File: src/rtl/fct_pkg.sv
package fct_pkg;
  typedef enum logic [1:0] {
    ST_REST = 2'd0,
    ST_LEAD = 2'd1,
    ST_RUN  = 2'd2,
    ST_TAIL = 2'd3
  } seq_st_e;
endpackage

File: src/rtl/fct_sel_map.sv
module fct_sel_map #(
  parameter int SEL_W = 4
) (
  input  logic             clk,
  input  logic             rst_n,
  input  logic             dec_mode,
  input  logic [SEL_W-1:0] dev_sel,
  output logic [SEL_W-1:0] pat
);
  localparam int IDX_W = (SEL_W > 1) ? $clog2(SEL_W) : 1;

  function automatic logic [SEL_W-1:0] onehot_low(input logic [IDX_W-1:0] idx);
    logic [SEL_W-1:0] p;
    for (int i = 0; i < SEL_W; i++) p[i] = (IDX_W'(i) != idx);
    return p;
  endfunction

  always_comb begin
    if (dec_mode) pat = dev_sel;
    else          pat = onehot_low(dev_sel[IDX_W-1:0]);
  end


  onehot_pattern_chk: assert property (@(posedge clk) disable iff (!rst_n)
    !dec_mode |-> ($countones(pat) == SEL_W - 1));
endmodule

File: src/rtl/fct_gap_timer.sv
module fct_gap_timer #(
  parameter int SEL_W = 4,
  parameter int DLY_W = 8
) (
  input  logic             clk,
  input  logic             rst_n,
  input  logic             start_evt,
  input  logic             rel_evt,
  input  logic [SEL_W-1:0] pat,
  input  logic [DLY_W-1:0] dly_rest,
  input  logic [DLY_W-1:0] dly_swap,
  output logic             gap_ok,
  output logic             all_clear
);
  localparam logic [DLY_W-1:0] SAT = '1;

  logic [DLY_W-1:0] elapsed;
  logic [SEL_W-1:0] last_pat;
  logic             same_dev;

  function automatic logic [DLY_W-1:0] gap_limit(input logic same,
      input logic [DLY_W-1:0] rest, input logic [DLY_W-1:0] swap);
    return same ? rest : swap;
  endfunction

  always_ff @(posedge clk or negedge rst_n) begin
    if (!rst_n) begin
      elapsed  <= SAT;
      last_pat <= '1;
    end else begin
      if (rel_evt)             elapsed <= '0;
      else if (elapsed != SAT) elapsed <= elapsed + 1'b1;
      if (start_evt) last_pat <= pat;
    end
  end

  assign same_dev  = (pat == last_pat);
  assign gap_ok    = (elapsed >= gap_limit(same_dev, dly_rest, dly_swap));
  assign all_clear = (elapsed >= dly_rest) && (elapsed >= dly_swap);


  gap_after_release_chk: assert property (@(posedge clk) disable iff (!rst_n)
    rel_evt |=> !start_evt || (dly_rest == '0) || (dly_swap == '0));
endmodule

File: src/rtl/fct_seq.sv
module fct_seq
  import fct_pkg::*;
#(
  parameter int SEL_W = 4,
  parameter int DIV_W = 4,
  parameter int DLY_W = 8
) (
  input  logic             clk,
  input  logic             rst_n,
  input  logic             enable,
  input  logic             cpha,
  input  logic [DIV_W-1:0] div_sel,
  input  logic [DLY_W-1:0] dly_lead,
  input  logic [DLY_W-1:0] dly_tail,
  input  logic             go,
  input  logic             gap_ok,
  input  logic [SEL_W-1:0] pat,
  output logic             ph,
  output logic [SEL_W-1:0] sel_q,
  output logic             launch_q,
  output logic             capture_q,
  output logic             start_evt,
  output logic             rel_evt,
  output logic             at_rest
);
  seq_st_e          st;
  logic [DLY_W-1:0] cnt;
  logic             cnt_zero;
  logic [DLY_W-1:0] half_load;

  function automatic logic [DLY_W-1:0] half_reload(input logic [DIV_W-1:0] d);
    return DLY_W'(d);
  endfunction

  assign cnt_zero  = (cnt == '0);
  assign half_load = half_reload(div_sel);
  assign at_rest   = (st == ST_REST);
  assign start_evt = enable && (st == ST_REST) && go && gap_ok;
  assign rel_evt   = (enable && (st == ST_TAIL) && cnt_zero) ||
                     (!enable && (st != ST_REST));

  always_ff @(posedge clk or negedge rst_n) begin
    if (!rst_n) begin
      st        <= ST_REST;
      cnt       <= '0;
      ph        <= 1'b0;
      sel_q     <= '1;
      launch_q  <= 1'b0;
      capture_q <= 1'b0;
    end else begin
      launch_q  <= 1'b0;
      capture_q <= 1'b0;
      if (!enable) begin
        st    <= ST_REST;
        ph    <= 1'b0;
        sel_q <= '1;
      end else begin
        unique case (st)
          ST_REST: if (start_evt) begin
            st    <= ST_LEAD;
            cnt   <= dly_lead;
            sel_q <= pat;
          end
          ST_LEAD: begin
            if (cnt_zero) begin
              st  <= ST_RUN;
              cnt <= half_load;
            end else cnt <= cnt - 1'b1;
          end
          ST_RUN: begin
            if (cnt_zero) begin
              ph  <= ~ph;
              cnt <= half_load;
              if (!ph) begin
                launch_q  <= cpha;
                capture_q <= ~cpha;
              end else begin
                launch_q  <= ~cpha;
                capture_q <= cpha;
                if (!go) begin
                  st  <= ST_TAIL;
                  cnt <= dly_tail;
                end
              end
            end else cnt <= cnt - 1'b1;
          end
          ST_TAIL: begin
            if (cnt_zero) begin
              st    <= ST_REST;
              sel_q <= '1;
            end else cnt <= cnt - 1'b1;
          end
          default: st <= ST_REST;
        endcase
      end
    end
  end


  half_period_hold_chk: assert property (@(posedge clk) disable iff (!rst_n)
    (enable && st == ST_RUN && !cnt_zero) |=> $stable(ph));


  tail_keeps_select_chk: assert property (@(posedge clk) disable iff (!rst_n)
    (enable && st == ST_TAIL && !cnt_zero) |=> (sel_q != '1) && !ph);
endmodule

File: src/rtl/flash_clk_cs_timing.sv
module flash_clk_cs_timing #(
  parameter int SEL_W = 4,
  parameter int DIV_W = 4,
  parameter int DLY_W = 8
) (
  input  logic             clk_ref,
  input  logic             rst_n,
  input  logic             enable,
  input  logic             cpol,
  input  logic             cpha,
  input  logic [DIV_W-1:0] div_sel,
  input  logic [DLY_W-1:0] dly_lead,
  input  logic [DLY_W-1:0] dly_tail,
  input  logic [DLY_W-1:0] dly_rest,
  input  logic [DLY_W-1:0] dly_swap,
  input  logic             dec_mode,
  input  logic [SEL_W-1:0] dev_sel,
  input  logic             go,
  output logic             sclk,
  output logic [SEL_W-1:0] sel_n,
  output logic             launch_stb,
  output logic             capture_stb,
  output logic             idle
);
  logic [SEL_W-1:0] pat;
  logic             gap_ok, all_clear;
  logic             start_evt, rel_evt, at_rest, ph;

  fct_sel_map #(.SEL_W(SEL_W)) u_map (
    .clk(clk_ref), .rst_n(rst_n), .dec_mode(dec_mode), .dev_sel(dev_sel), .pat(pat)
  );

  fct_gap_timer #(.SEL_W(SEL_W), .DLY_W(DLY_W)) u_gap (
    .clk(clk_ref), .rst_n(rst_n), .start_evt(start_evt), .rel_evt(rel_evt),
    .pat(pat), .dly_rest(dly_rest), .dly_swap(dly_swap),
    .gap_ok(gap_ok), .all_clear(all_clear)
  );

  fct_seq #(.SEL_W(SEL_W), .DIV_W(DIV_W), .DLY_W(DLY_W)) u_seq (
    .clk(clk_ref), .rst_n(rst_n), .enable(enable), .cpha(cpha), .div_sel(div_sel),
    .dly_lead(dly_lead), .dly_tail(dly_tail), .go(go), .gap_ok(gap_ok), .pat(pat),
    .ph(ph), .sel_q(sel_n), .launch_q(launch_stb), .capture_q(capture_stb),
    .start_evt(start_evt), .rel_evt(rel_evt), .at_rest(at_rest)
  );

  assign sclk = cpol ^ ph;
  assign idle = at_rest && !go && all_clear;


  rest_level_chk: assert property (@(posedge clk_ref) disable iff (!rst_n)
    (sel_n == '1) |-> (sclk == cpol));


  strobe_exclusive_chk: assert property (@(posedge clk_ref) disable iff (!rst_n)
    !(launch_stb && capture_stb));


  idle_released_chk: assert property (@(posedge clk_ref) disable iff (!rst_n)
    idle |-> (sel_n == '1) && !launch_stb && !capture_stb);


  disable_rest_chk: assert property (@(posedge clk_ref) disable iff (!rst_n)
    !enable |=> (sel_n == '1));
endmodule

File: config.mk
export PLATFORM = sky130hd
export DESIGN_NAME = flash_clk_cs_timing
export DESIGN_NICKNAME = d
export VERILOG_FILES = /design/src/rtl/fct_pkg.sv /design/src/rtl/fct_sel_map.sv /design/src/rtl/fct_gap_timer.sv /design/src/rtl/fct_seq.sv /design/src/rtl/flash_clk_cs_timing.sv
export SDC_FILE = /design/constraint.sdc
export NUM_CORES = 1
export LEC_CHECK = 0
export CAP_MARGIN = 20
export CELL_PAD_IN_SITES_DETAIL_PLACEMENT = 0
export CELL_PAD_IN_SITES_GLOBAL_PLACEMENT = 2
export CORE_MARGIN = 10
export CORE_UTILIZATION = 28
export DETAILED_ROUTE_END_ITERATION = 7
export GPL_TIMING_DRIVEN = 1
export PLACE_DENSITY_LB_ADDON = 0.1
export SLEW_MARGIN = 0
export SYNTH_ARGS = -nofsm -noshare
export SYNTH_HDL_FRONTEND = slang
export SYNTH_SLANG_ARGS = --single-unit
File: constraint.sdc
create_clock -name clk_ref -period 3.25 [get_ports clk_ref]
set_clock_uncertainty 0.15 [all_clocks]
set_input_delay 0.8125 -clock clk_ref [delete_from_list [all_inputs] [get_ports clk_ref]]
set_output_delay 0.8125 -clock clk_ref [all_outputs]
set_load 0.02 [all_outputs]
; ---- Yosys cells after proc, flatten, opt, wreduce, memory -nomap -nowiden
; Index checks and enable logic that the tools add are counted.
[op_classes]
n_addsub = 2
magnitude_cmp = 3
n_eq_ne = 19
mux = 34
bitwise_logic = 3
n_reduce_logical = 21
[op_table]
columns = op, count
row1 = $mux 8, 9
row2 = $pmux 8 s4, 1
row3 = $ge 8x8->1, 3
row4 = $mux 4, 4
row5 = $mux 2, 7
row6 = $ne 3x2->1 const B, 4
row7 = $mux 1, 11
row8 = $logic_and 1x1->1, 9
row9 = $add 8x1->8 const B, 1
row10 = $logic_not 8->1, 1
row11 = $ne 8x8->1 const B, 1
row12 = $pmux 2 s4, 1
row13 = $pmux 4 s2, 1
row14 = $sub 8x1->8 const B, 1
row15 = $ne 3x3->1 const B, 2
row16 = $reduce_and 3->1, 2
row17 = $reduce_and 6->1, 1
row18 = $reduce_bool 2->1, 3
row19 = $eq 2x2->1 const B, 2
row20 = $eq 4x4->1, 1
row21 = $ne 2x1->1 const B, 2
row22 = $ne 2x2->1 const A, 2
row23 = $ne 2x2->1 const B, 2
row24 = $ne 3x1->1 const B, 1
row25 = other kinds (8), 10
[word_totals]
ff_bits = 29
input_bits = 47
output_inout_bits = 8
wordCells = 90

; ---- Longest topological paths before layout
; Gate-level depths: netlist of run 1.
[logic_depth]
ltp_word = 9
depth_mapped = 14
mapped_depth_nobuf = 13

; ---- Cells and area by module
; From an unflattened synthesis of run 1, not the netlist that was laid out.
[unflattened]
hier_cells = 279
hier_area_um2 = 2555.0
[by_module_without_submodules]
columns = mod, instances, cells_each, area_per_inst_um2, seq_area_each_um2
row1 = fct_seq, 1, 143, 1272.5, 430.4
row2 = fct_gap_timer, 1, 126, 1217.4, 315.3
row3 = fct_sel_map, 1, 8, 47.5, 0.0
row4 = flash_clk_cs_timing, 1, 2, 17.5, 0.0

; ---- Least setup slack after synthesis of run 1
; No wires, ideal clock.
[synth_timing]
path_type = input -> register
from = in dec_mode
to = reg u_seq.cnt[0]
setup_ns = 0.128
arrival_ns = 3.450
t_required_ns = 2.972
slack_ns = -0.478
stages = 12
path_buffers = 0
cell_sequence = nor2b_1 > a31oi_1 > xnor2_1 > nand4_1 > mux2_2 > ha_1 > nand2b_1 > a2111oi_2 > o311ai_4 > nand2_4 > a21o_2 > mux2_1
[synth_via]
elab_chain_len = 7
[synth_rtl]
columns = item, line
row1 = start: declaration, flash_clk_cs_timing.sv:16  ; input logic dec_mode,
row2 = $mux 4, fct_sel_map.sv:19  ; if (dec_mode) pat = dev_sel;
row3 = $eq 4x4->1, fct_gap_timer.sv:37  ; assign same_dev = (pat == last_pat);
row4 = $mux 8, fct_gap_timer.sv:23  ; return same ? rest : swap;
row5 = $ge 8x8->1, fct_gap_timer.sv:38  ; assign gap_ok = (elapsed >= gap_limit(same_dev, dly_rest, dly_swap));
row6 = $logic_and 1x1->1, fct_seq.sv:38  ; assign start_evt = enable && (st == ST_REST) && go && gap_ok;
row7 = $ne 2x2->1 (no source line), n/a
row8 = $reduce_and 3->1 (no source line), n/a
row9 = end signal: assignment, fct_seq.sv:61  ; cnt <= dly_lead;
row10 = end signal: assignment, fct_seq.sv:67  ; cnt <= half_load;
row11 = end signal: assignment, fct_seq.sv:68  ; end else cnt <= cnt - 1'b1;
row12 = end: declaration, fct_seq.sv:27  ; logic [DLY_W-1:0] cnt;
; Every way passes these cells.
; A chain may end at the register's enable or synchronous reset.

; ---- Worst setup path in the final report of run 1
; Same ends and word-level chain as after synthesis.

==> results.txt, run 1 <==
* Setup slack at placement: -1.15 ns
- Number of DRC violations after detailed-routing iteration 0: ~110
- The slowest stage of the critical path is the sky130_fd_sc_hd__o311ai_4 cell.
- Total number of H-tree levels: 2
* DRC: 0
- Routability-driven placement finished with a final weighted congestion of about 0.74.
- Clock insertion delay at the later pin of the skew report: approximately 0.28 ns
* Syn_area_per_cell: about 9 um^2
- In the final layout, the share of cells above drive strength 1 is 35.2%.
- Outcome: complete, but fails checks
- Synth Warn #: 0
- In this run switching power makes up between 30% and 40% of total power.
- In the final design database the tool counted approximately 480 nets.
- Part of the total power dissipated in sequential elements: roughly 32%
- CTS sink cnt: 29
* Post-route clock period utilization: 108%
- Count of maximum capacitance violations: 0
- Post-layout minimum cycle time: approximately 3.5 ns
- First-pass GRT wire length: 13.5 mm
- Die footprint: 13600 um^2
* Via Count: approximately 2600
* Peak fanout along the critical path: 7
* Area added between synthesis and finish: 54.5%
- Worst IR drop on VDD: a little over 0.3 mV
* Layout Utilization: 44.1%
* Number of stages on the worst setup path: 15
* Sw Pwr: around 750 uW
* Count of port buffers added during placement: between 50 and 60
* Fraction of power consumed by combinational cells: about 50%
- Counting flops and latches in the post-synthesis netlist gives 29.
- STA classifies the critical path startpoint as a primary input.
- The repair_antennas step left the layout with diodes totalling 0.
- Counting tap cells, the placed design contains a total of 489 instances.
- The first detailed-routing pass took 4 iterations.
- Dividing the detail-routed via count by the number of cells gives roughly 5.
- Ordered cell list for the critical path: buf_8, nor2b_4, a31oi_4, xnor2_2, nand4_1, buf_6, buf_8, nor2_4, a21oi_1, ha_1, nand4_1, o311ai_4, nand2_4, a21o_4, mux2_4
* EDFF count, synth: 0
- The number of buffers and inverters on the critical path is 3.
- In this run the count of I/O pins placed on the die edge is 55.
* Number of max-slew violations in the final report: 0
- Area of the multi-input gates: roughly 2000 um^2
- The final hold violation count was 0.
- In this run, distinct cell masters in the synthesized netlist total 57.
* TritonCTS clock tree: done
* Fraction of post-synthesis cell area in the top cell type by area: 16.0%
- Largest stage delay, worst path: roughly 0.46 ns
- The worst hold path belongs to the class flop to flop.
* Number of buffers created by CTS: 5
- The number of nets in the synthesized netlist is roughly 380.
- For this run the aggregate overflow at the end of global routing stands at 0.
* Share of the yosys chip area belonging to registers: between 20% and 30%
* Flip-flop cell with the highest count after synthesis: sky130_fd_sc_hd__dfstp_2
- For this design the static power due to leakage is 1.90 nW.
* Max frequency: roughly 290 MHz
* Floorplan row count: 35
- Maximum root-to-sink buffer count: 2
* Dpl hpwl: approximately 6.2 mm
* Violated checks: negative setup slack
- After clock tree synthesis, the clock-pin slew on the worst setup and hold paths is about 0.070 ns.
- Count of filler cells inserted in the layout: roughly 900
- Post-Synthesis Cell Area: between 2000 and 3000 um^2
* Most common library cell in the layout ignoring fill and taps: sky130_fd_sc_hd__buf_4
- Cell Count, Final, Fillers Out: about 500
* Overall die width: about 120 um
- Slew @ Worst Pin: around 0.47 ns
- Setup repair after global routing could not meet its margin everywhere.
- Max-slew headroom at the worst pin: between 60% and 70%
- Internal power: 1.18 mW
* Area leader, netlist: sky130_fd_sc_hd__dfstp_2
- Number of endpoints failing setup at the final stage: 17
- WL per Instance: about 16 um
- Antenna violations before repair: 0
- For the worst setup path, the data arrival time is 3.52 ns.
- Final ANT Viol Nets: 0
* Total power per unit cell area: roughly 480 nW/um^2
- The cell count after synthesis came out at a little under 300.
- Worst hold stages: 2
* Number of global-route vias before repair: between 2000 and 3000
- In this run the vertical extent of the chip is roughly 120 um.
* CTS hold repair buffers: 0
- Data on the critical path is required at its endpoint by 3.27 ns.
* Setup slack after layout: -0.249 ns
- For this configuration, the core starts out at a cell density of between 20% and 30%.
- In this run the standard cell core region covers 9200 um^2.
- Counting flops with an async set or reset pin after synthesis yields a share of 100%.
* Maximum number of pins on one net before global-route repair: 30
- Worst r2r path cells: 12
- Critical path type: primary input to flop
* Relative contribution of the clock network to total power: 17.5%
- Cell at the root of the clock tree: sky130_fd_sc_hd__clkbuf_8
- Top cells by area in the synthesized netlist: sky130_fd_sc_hd__dfstp_2, sky130_fd_sc_hd__ha_1, sky130_fd_sc_hd__dfrtp_1, sky130_fd_sc_hd__inv_1, sky130_fd_sc_hd__nor2_1
* Top library cells by usage in the layout, fill and taps aside: sky130_fd_sc_hd__buf_4, sky130_fd_sc_hd__clkdlybuf4s50_1, sky130_fd_sc_hd__inv_1, sky130_fd_sc_hd__ha_1, sky130_fd_sc_hd__nor2_1
- STA classifies the critical path endpoint as a flop.
- Register area: between 700 and 800 um^2
* Total detailed-routing wirelength: approximately 8 mm
* Worst path top cell family by delay: compound AO/OA/AOI/OAI gates
* GRT Overall Usage: around an eighth
* Tot Pwr: between 1.5 and 2 mW
## tightest hold or removal path: cells and delay by family, from the launching register on
| family | cells | cell delay [ns] |
|---|---|---|
| simple gates | 1 | 0.06 |
| compound gates | 1 | 0.04 |
| flops | 1 | 0.38 |
## state kept, by name, summed over array words and instances (netlist names)
signal           flops
u_seq.launch_q       1
u_seq.sel_q          4
u_seq.cnt            8
u_gap.elapsed        8
u_gap.last_pat       4
u_seq.ph             1
u_seq.capture_q      1
u_seq.st             2
## power groups by stage
| stage | Combinational [mW] | Clock [mW] | Sequential, mW |
|---|---|---|---|
| finish | 0.971 | 0.339 | 0.621 |
| floorplan | 0.601 | 0 | 0.594 |
| global placement | 0.879 | 0 | 0.618 |
| detailed placement | 0.873 | 0 | 0.616 |
| CTS | 0.941 | 0.348 | 0.611 |
| global route | 1.09 | 0.366 | 0.638 |
## layer usage
metal | vias up | track usage [%] | part of all wire (%)
met2 | 51 | 20.2 | 49
met4 | 0 | 3.29 | 1.1
met5 | - | 0 | 0
li1 | 1283 | - | -
met1 | 1211 | 16.0 | 46
met3 | 8 | 2.70 | 4.5
## final cells by class
cell class	count	area share, %
multi-input cells	227	50.0
repair buffers	102	22.7
flip-flops and latches	29	18.4
well taps	111	3.42
inverters	32	3.02
clock buffers	7	2.38
clock inverters	1	0.123
## cell usage after synthesis (2+ instances only)
master and instances:
sky130_fd_sc_hd__xnor2_1 5, sky130_fd_sc_hd__xor2_1 6, sky130_fd_sc_hd__dfstp_2 16, sky130_fd_sc_hd__a21o_1 6
sky130_fd_sc_hd__o221ai_1 2, sky130_fd_sc_hd__nor2b_1 3, sky130_fd_sc_hd__o21a_1 2, sky130_fd_sc_hd__nand3_1 8
sky130_fd_sc_hd__a211oi_1 4, sky130_fd_sc_hd__nor2_1 27, sky130_fd_sc_hd__a221oi_1 3, sky130_fd_sc_hd__ha_1 31
sky130_fd_sc_hd__nand4_1 4, sky130_fd_sc_hd__o21ai_0 14, sky130_fd_sc_hd__nand4b_1 2, sky130_fd_sc_hd__a31oi_1 7
sky130_fd_sc_hd__buf_2 3, sky130_fd_sc_hd__a22o_1 2, sky130_fd_sc_hd__dfrtp_1 13, sky130_fd_sc_hd__nor4b_4 2
sky130_fd_sc_hd__nor3b_1 2, sky130_fd_sc_hd__a22oi_1 4, sky130_fd_sc_hd__clkbuf_1 5, sky130_fd_sc_hd__mux2_2 6
sky130_fd_sc_hd__mux2i_1 3, sky130_fd_sc_hd__a21oi_1 20, sky130_fd_sc_hd__and3_1 6, sky130_fd_sc_hd__a32oi_1 2
sky130_fd_sc_hd__nand2_4 2, sky130_fd_sc_hd__mux2_1 2, sky130_fd_sc_hd__o21ai_1 2, sky130_fd_sc_hd__inv_1 32
sky130_fd_sc_hd__nor3_1 6, sky130_fd_sc_hd__o22ai_1 4, sky130_fd_sc_hd__nand2b_1 7, sky130_fd_sc_hd__nor4_1 3
sky130_fd_sc_hd__nand2_1 11
## worst paths after layout
| check | endpoint | from | slack (ns) |
|---|---|---|---|
| min reg2reg | u_gap.last_pat[0] | u_gap.last_pat[0] | 0.33 |
| min | u_gap.last_pat[0] | u_gap.last_pat[0] | 0.33 |
| min in group asynchronous | u_seq.cnt[0] | rst_n | 0.79 |
| max reg2reg | u_seq.cnt[0] | u_gap.last_pat[3] | 0.15 |
| max in group asynchronous | u_gap.elapsed[0] | rst_n | 1.84 |
| max | u_seq.cnt[0] | dec_mode | -0.25 |
## kinds of logic after synthesis
family | count (synthesis) | share of synthesized area (%)
fa+ha+maj | 31 | 14.8
flops | 29 | 28.4
buf+inv | 41 | 6.05
xor+xnor | 11 | 3.67
compound gates | 84 | 22.3
mux | 11 | 4.58
simple gates | 90 | 20.3
## stage by stage
stage	setup TNS (ns)	area, um^2	hold WS (ns)
after floorplan	-3.47	2680	0.311
after global placement	-16.91	3590	0.317
after detailed placement	-19.37	3590	0.323
after CTS	-2.95	3910	0.333
after global routing	-6.18	4060	0.349
final	-3.31	4060	0.331
## timing repair
action	CTS	global route
gates cloned	1	0
pin swaps	25	24
resized for setup	70	40
buffers inserted	10	1
endpoints found under the setup margin	19	19
Power figures use the tool's default switching activity.
==> run 2, diff against run 1 <==
- MAX_ROUTING_LAYER: not set -> met4
- SLEW_MARGIN: 0 -> not set
==> results.txt, run 2 (synthesized netlist as in run 1, its figures left out) <==
- The number of antenna violations at the first check in global routing is 0 (unchanged).
- The leakage power was 1.90 nW (unchanged).
* Count of maximum capacitance violations: 0 (unchanged)
- Maximum number of pins on one net before global-route repair: 30 (unchanged)
- Critical path type: primary input to flop
- The clock input transition at the sequential cells of the worst setup and hold paths is 0.07 ns (about the same).
- The wire length per cell after detailed routing is 16.0 um (about the same).
- Count of port buffers added during placement: 54 (unchanged)
- Outcome: complete, but fails checks
- Overflow left after global routing: 0 (unchanged)
- Area added between synthesis and finish: 54.5% (unchanged)
- The number of rows created at floorplan is 35 (unchanged).
* Max-slew headroom at the worst pin: 68.9% (about the same)
* First-pass GRT wire length: 13.5 mm (about the same)
- The setup-violating endpoint count in the final report was 17 (unchanged).
* Worst reg2reg setup slack: 0.15 ns (about the same)
* Number of inserted diodes: 0 (unchanged)
* Unrepaired setup endpoints after global routing: true
- Dpl hpwl: 6.22 mm (unchanged)
- The total placed cells including tap cells is 489 (unchanged).
- The post-route worst hold slack came to 0.331 ns (+0.00000700 ns).
* Share of final-layout standard cells stronger than drive strength 1: 35.2% (unchanged)
- The number of hold buffers added after cts is 0 (unchanged).
- CTS sink cnt: 29 (unchanged)
- The total via count after detailed routing was 2553 (unchanged).
- Type of the most critical hold path: flop to flop
- The ratio of total power to cell area came to 476 nW/um^2 (about the same).
- The number of nets in the finished design is 475 (unchanged).
- Die Span Y: 117 um (unchanged)
* Total detailed-routing wirelength: 8.14 mm (about the same)
- Number of hold violations in the final report: 0 (unchanged)
- TritonCTS built the clock tree.
* Arrival time of the worst setup path: 3.52 ns (about the same)
* Number of DRC violations after detailed-routing iteration 0: 120 (+5.3%)
- The maximum clock insertion buffer count came to 2 (unchanged).
- The post-detailed-route count of antenna-violating nets came to 0 (unchanged).
- The final weighted congestion in routability-driven placement is 0.750 (+1.3%).
* Total negative slack: -3.30 ns (+0.00114 ns)
- The count of placed standard cells in the final layout, fillers left out was 509 (unchanged).
- The via count of the first global-routing pass came to 2678 (+0.037%).
- The measured slew at the worst slew-check pin was 0.466 ns (-0.0000155 ns).
- Post-layout minimum cycle time: 3.50 ns (-0.000453 ns)
* Peak fanout along the critical path: 7 (unchanged)
* DRC: 0 (unchanged)
- Number of buffers created by CTS: 5 (unchanged)
- The number of H-tree levels is 2 (unchanged).
- Clock insertion delay at the later pin of the skew report: 0.28 ns (about the same)
- The first-pass iteration count of the detailed router is 4 (unchanged).
- The overall global routing resource usage came to 12.7% (+0.37 points).
- The effective utilization at floorplan was 28.5% (unchanged).
- Die footprint: 13600 um^2 (unchanged)
* Worst IR drop on VDD: 0.311 mV (about the same)
* Crit path required time: 3.27 ns (about the same)
- Top library cells by usage in the layout, fill and taps aside: sky130_fd_sc_hd__buf_4, sky130_fd_sc_hd__clkdlybuf4s50_1, sky130_fd_sc_hd__inv_1, sky130_fd_sc_hd__ha_1, sky130_fd_sc_hd__nor2_1
- Violated checks: negative setup slack
- The maximum clock frequency is 286 MHz (about the same).
- Number of top-level pins: 55 (unchanged)
- The number of pins exceeding their max-slew limit in the final report came to 0 (unchanged).
- The worst setup path is captured at a flop.
* Vias per cell: 5.02 (unchanged)
- Setup slack after layout: -0.249 ns (+0.000453 ns)
* Most common library cell in the layout ignoring fill and taps: sky130_fd_sc_hd__buf_4
- Regs by FF count: u_gap.elapsed x8, u_seq.cnt x8
* Overall die width: 117 um (unchanged)
- The worst setup path is launched from a primary input.
* Count of filler cells inserted in the layout: 927 (unchanged)
* Post-route clock period utilization: 108% (about the same)
* Placeable core area: 9200 um^2 (unchanged)
- In this run the clock root is driven by a sky130_fd_sc_hd__clkbuf_8.
run 2: cell counts in the layout (fill, tap and decap cells not counted):
No cell type changed its count.
run 2: metrics by stage:
stage                     power (mW)  setup slack, ns  instance area, um^2  utilization, %
after CTS                       1.90           -0.227                 3910            42.5
after detailed placement        1.49            -1.15                 3590            39.1
final                           1.93           -0.249                 4060            44.1
after global placement          1.50           -0.987                 3590            39.1
after global routing            2.09           -0.395                 4060            44.1
after floorplan                 1.20           -0.342                 2680               -
run 2: per-layer routing:
metal | vias to the layer above | track usage [%] | part of all wire (%)
met1 | 1212 | 16.2 | 46
met5 | - | - | 0
met2 | 50 | 20.2 | 49
met4 | 0 | 3.29 | 1.2
met3 | 8 | 2.45 | 4.0
li1 | 1283 | - | -
run 2: critical path, stage by stage:
cell and delay, ns:
sky130_fd_sc_hd__buf_8 0.11, sky130_fd_sc_hd__nor2b_4 0.12, sky130_fd_sc_hd__a31oi_4 0.18, sky130_fd_sc_hd__xnor2_2 0.14
sky130_fd_sc_hd__nand4_1 0.12, sky130_fd_sc_hd__buf_6 0.15, sky130_fd_sc_hd__buf_8 0.13, sky130_fd_sc_hd__nor2_4 0.07
sky130_fd_sc_hd__a21oi_1 0.05, sky130_fd_sc_hd__ha_1 0.31, sky130_fd_sc_hd__nand4_1 0.15, sky130_fd_sc_hd__o311ai_4 0.46
sky130_fd_sc_hd__nand2_4 0.15, sky130_fd_sc_hd__a21o_4 0.25, sky130_fd_sc_hd__mux2_4 0.29
run 2: timing repair:
item	CTS	global route
buffers inserted	10	1
pin swaps	25	24
gates cloned	1	0
gates resized for setup	70	40
setup endpoints to repair	19	19
run 2: cell type report:
class	instances	area, um^2	share of cell area (%)
clock buffers	7	96.3	2.38
clock inverters	1	5.00	0.123
inverters	32	123	3.02
multi-input cells	227	2030	50.0
flip-flops and latches	29	746	18.4
well taps	111	139	3.42
repair buffers	102	920	22.7
run 2: worst paths after layout:
| check | startpoint | depth (start not counted) | to |
|---|---|---|---|
| max | dec_mode | 15 | u_seq.cnt[0] |
| min | u_gap.last_pat[0] | 2 | u_gap.last_pat[0] |
| max reg2reg | u_gap.last_pat[3] | 12 | u_seq.cnt[0] |
| min reg2reg | u_gap.last_pat[0] | 2 | u_gap.last_pat[0] |
| max in group asynchronous | rst_n | 2 | u_gap.elapsed[0] |
| min in group asynchronous | rst_n | 2 | u_seq.cnt[0] |
run 2: power by group:
part / internal [mW] / switching, mW
registers: 0.489 / 0.132
clock network: 0.191 / 0.147
logic: 0.496 / 0.475
total: 1.18 / 0.753
==> run 3, diff against run 2 <==
- SLEW_MARGIN: not set -> 15
==> results of run 3 <==
No change in the layout: final DEF, timing and power equal those of run 2.
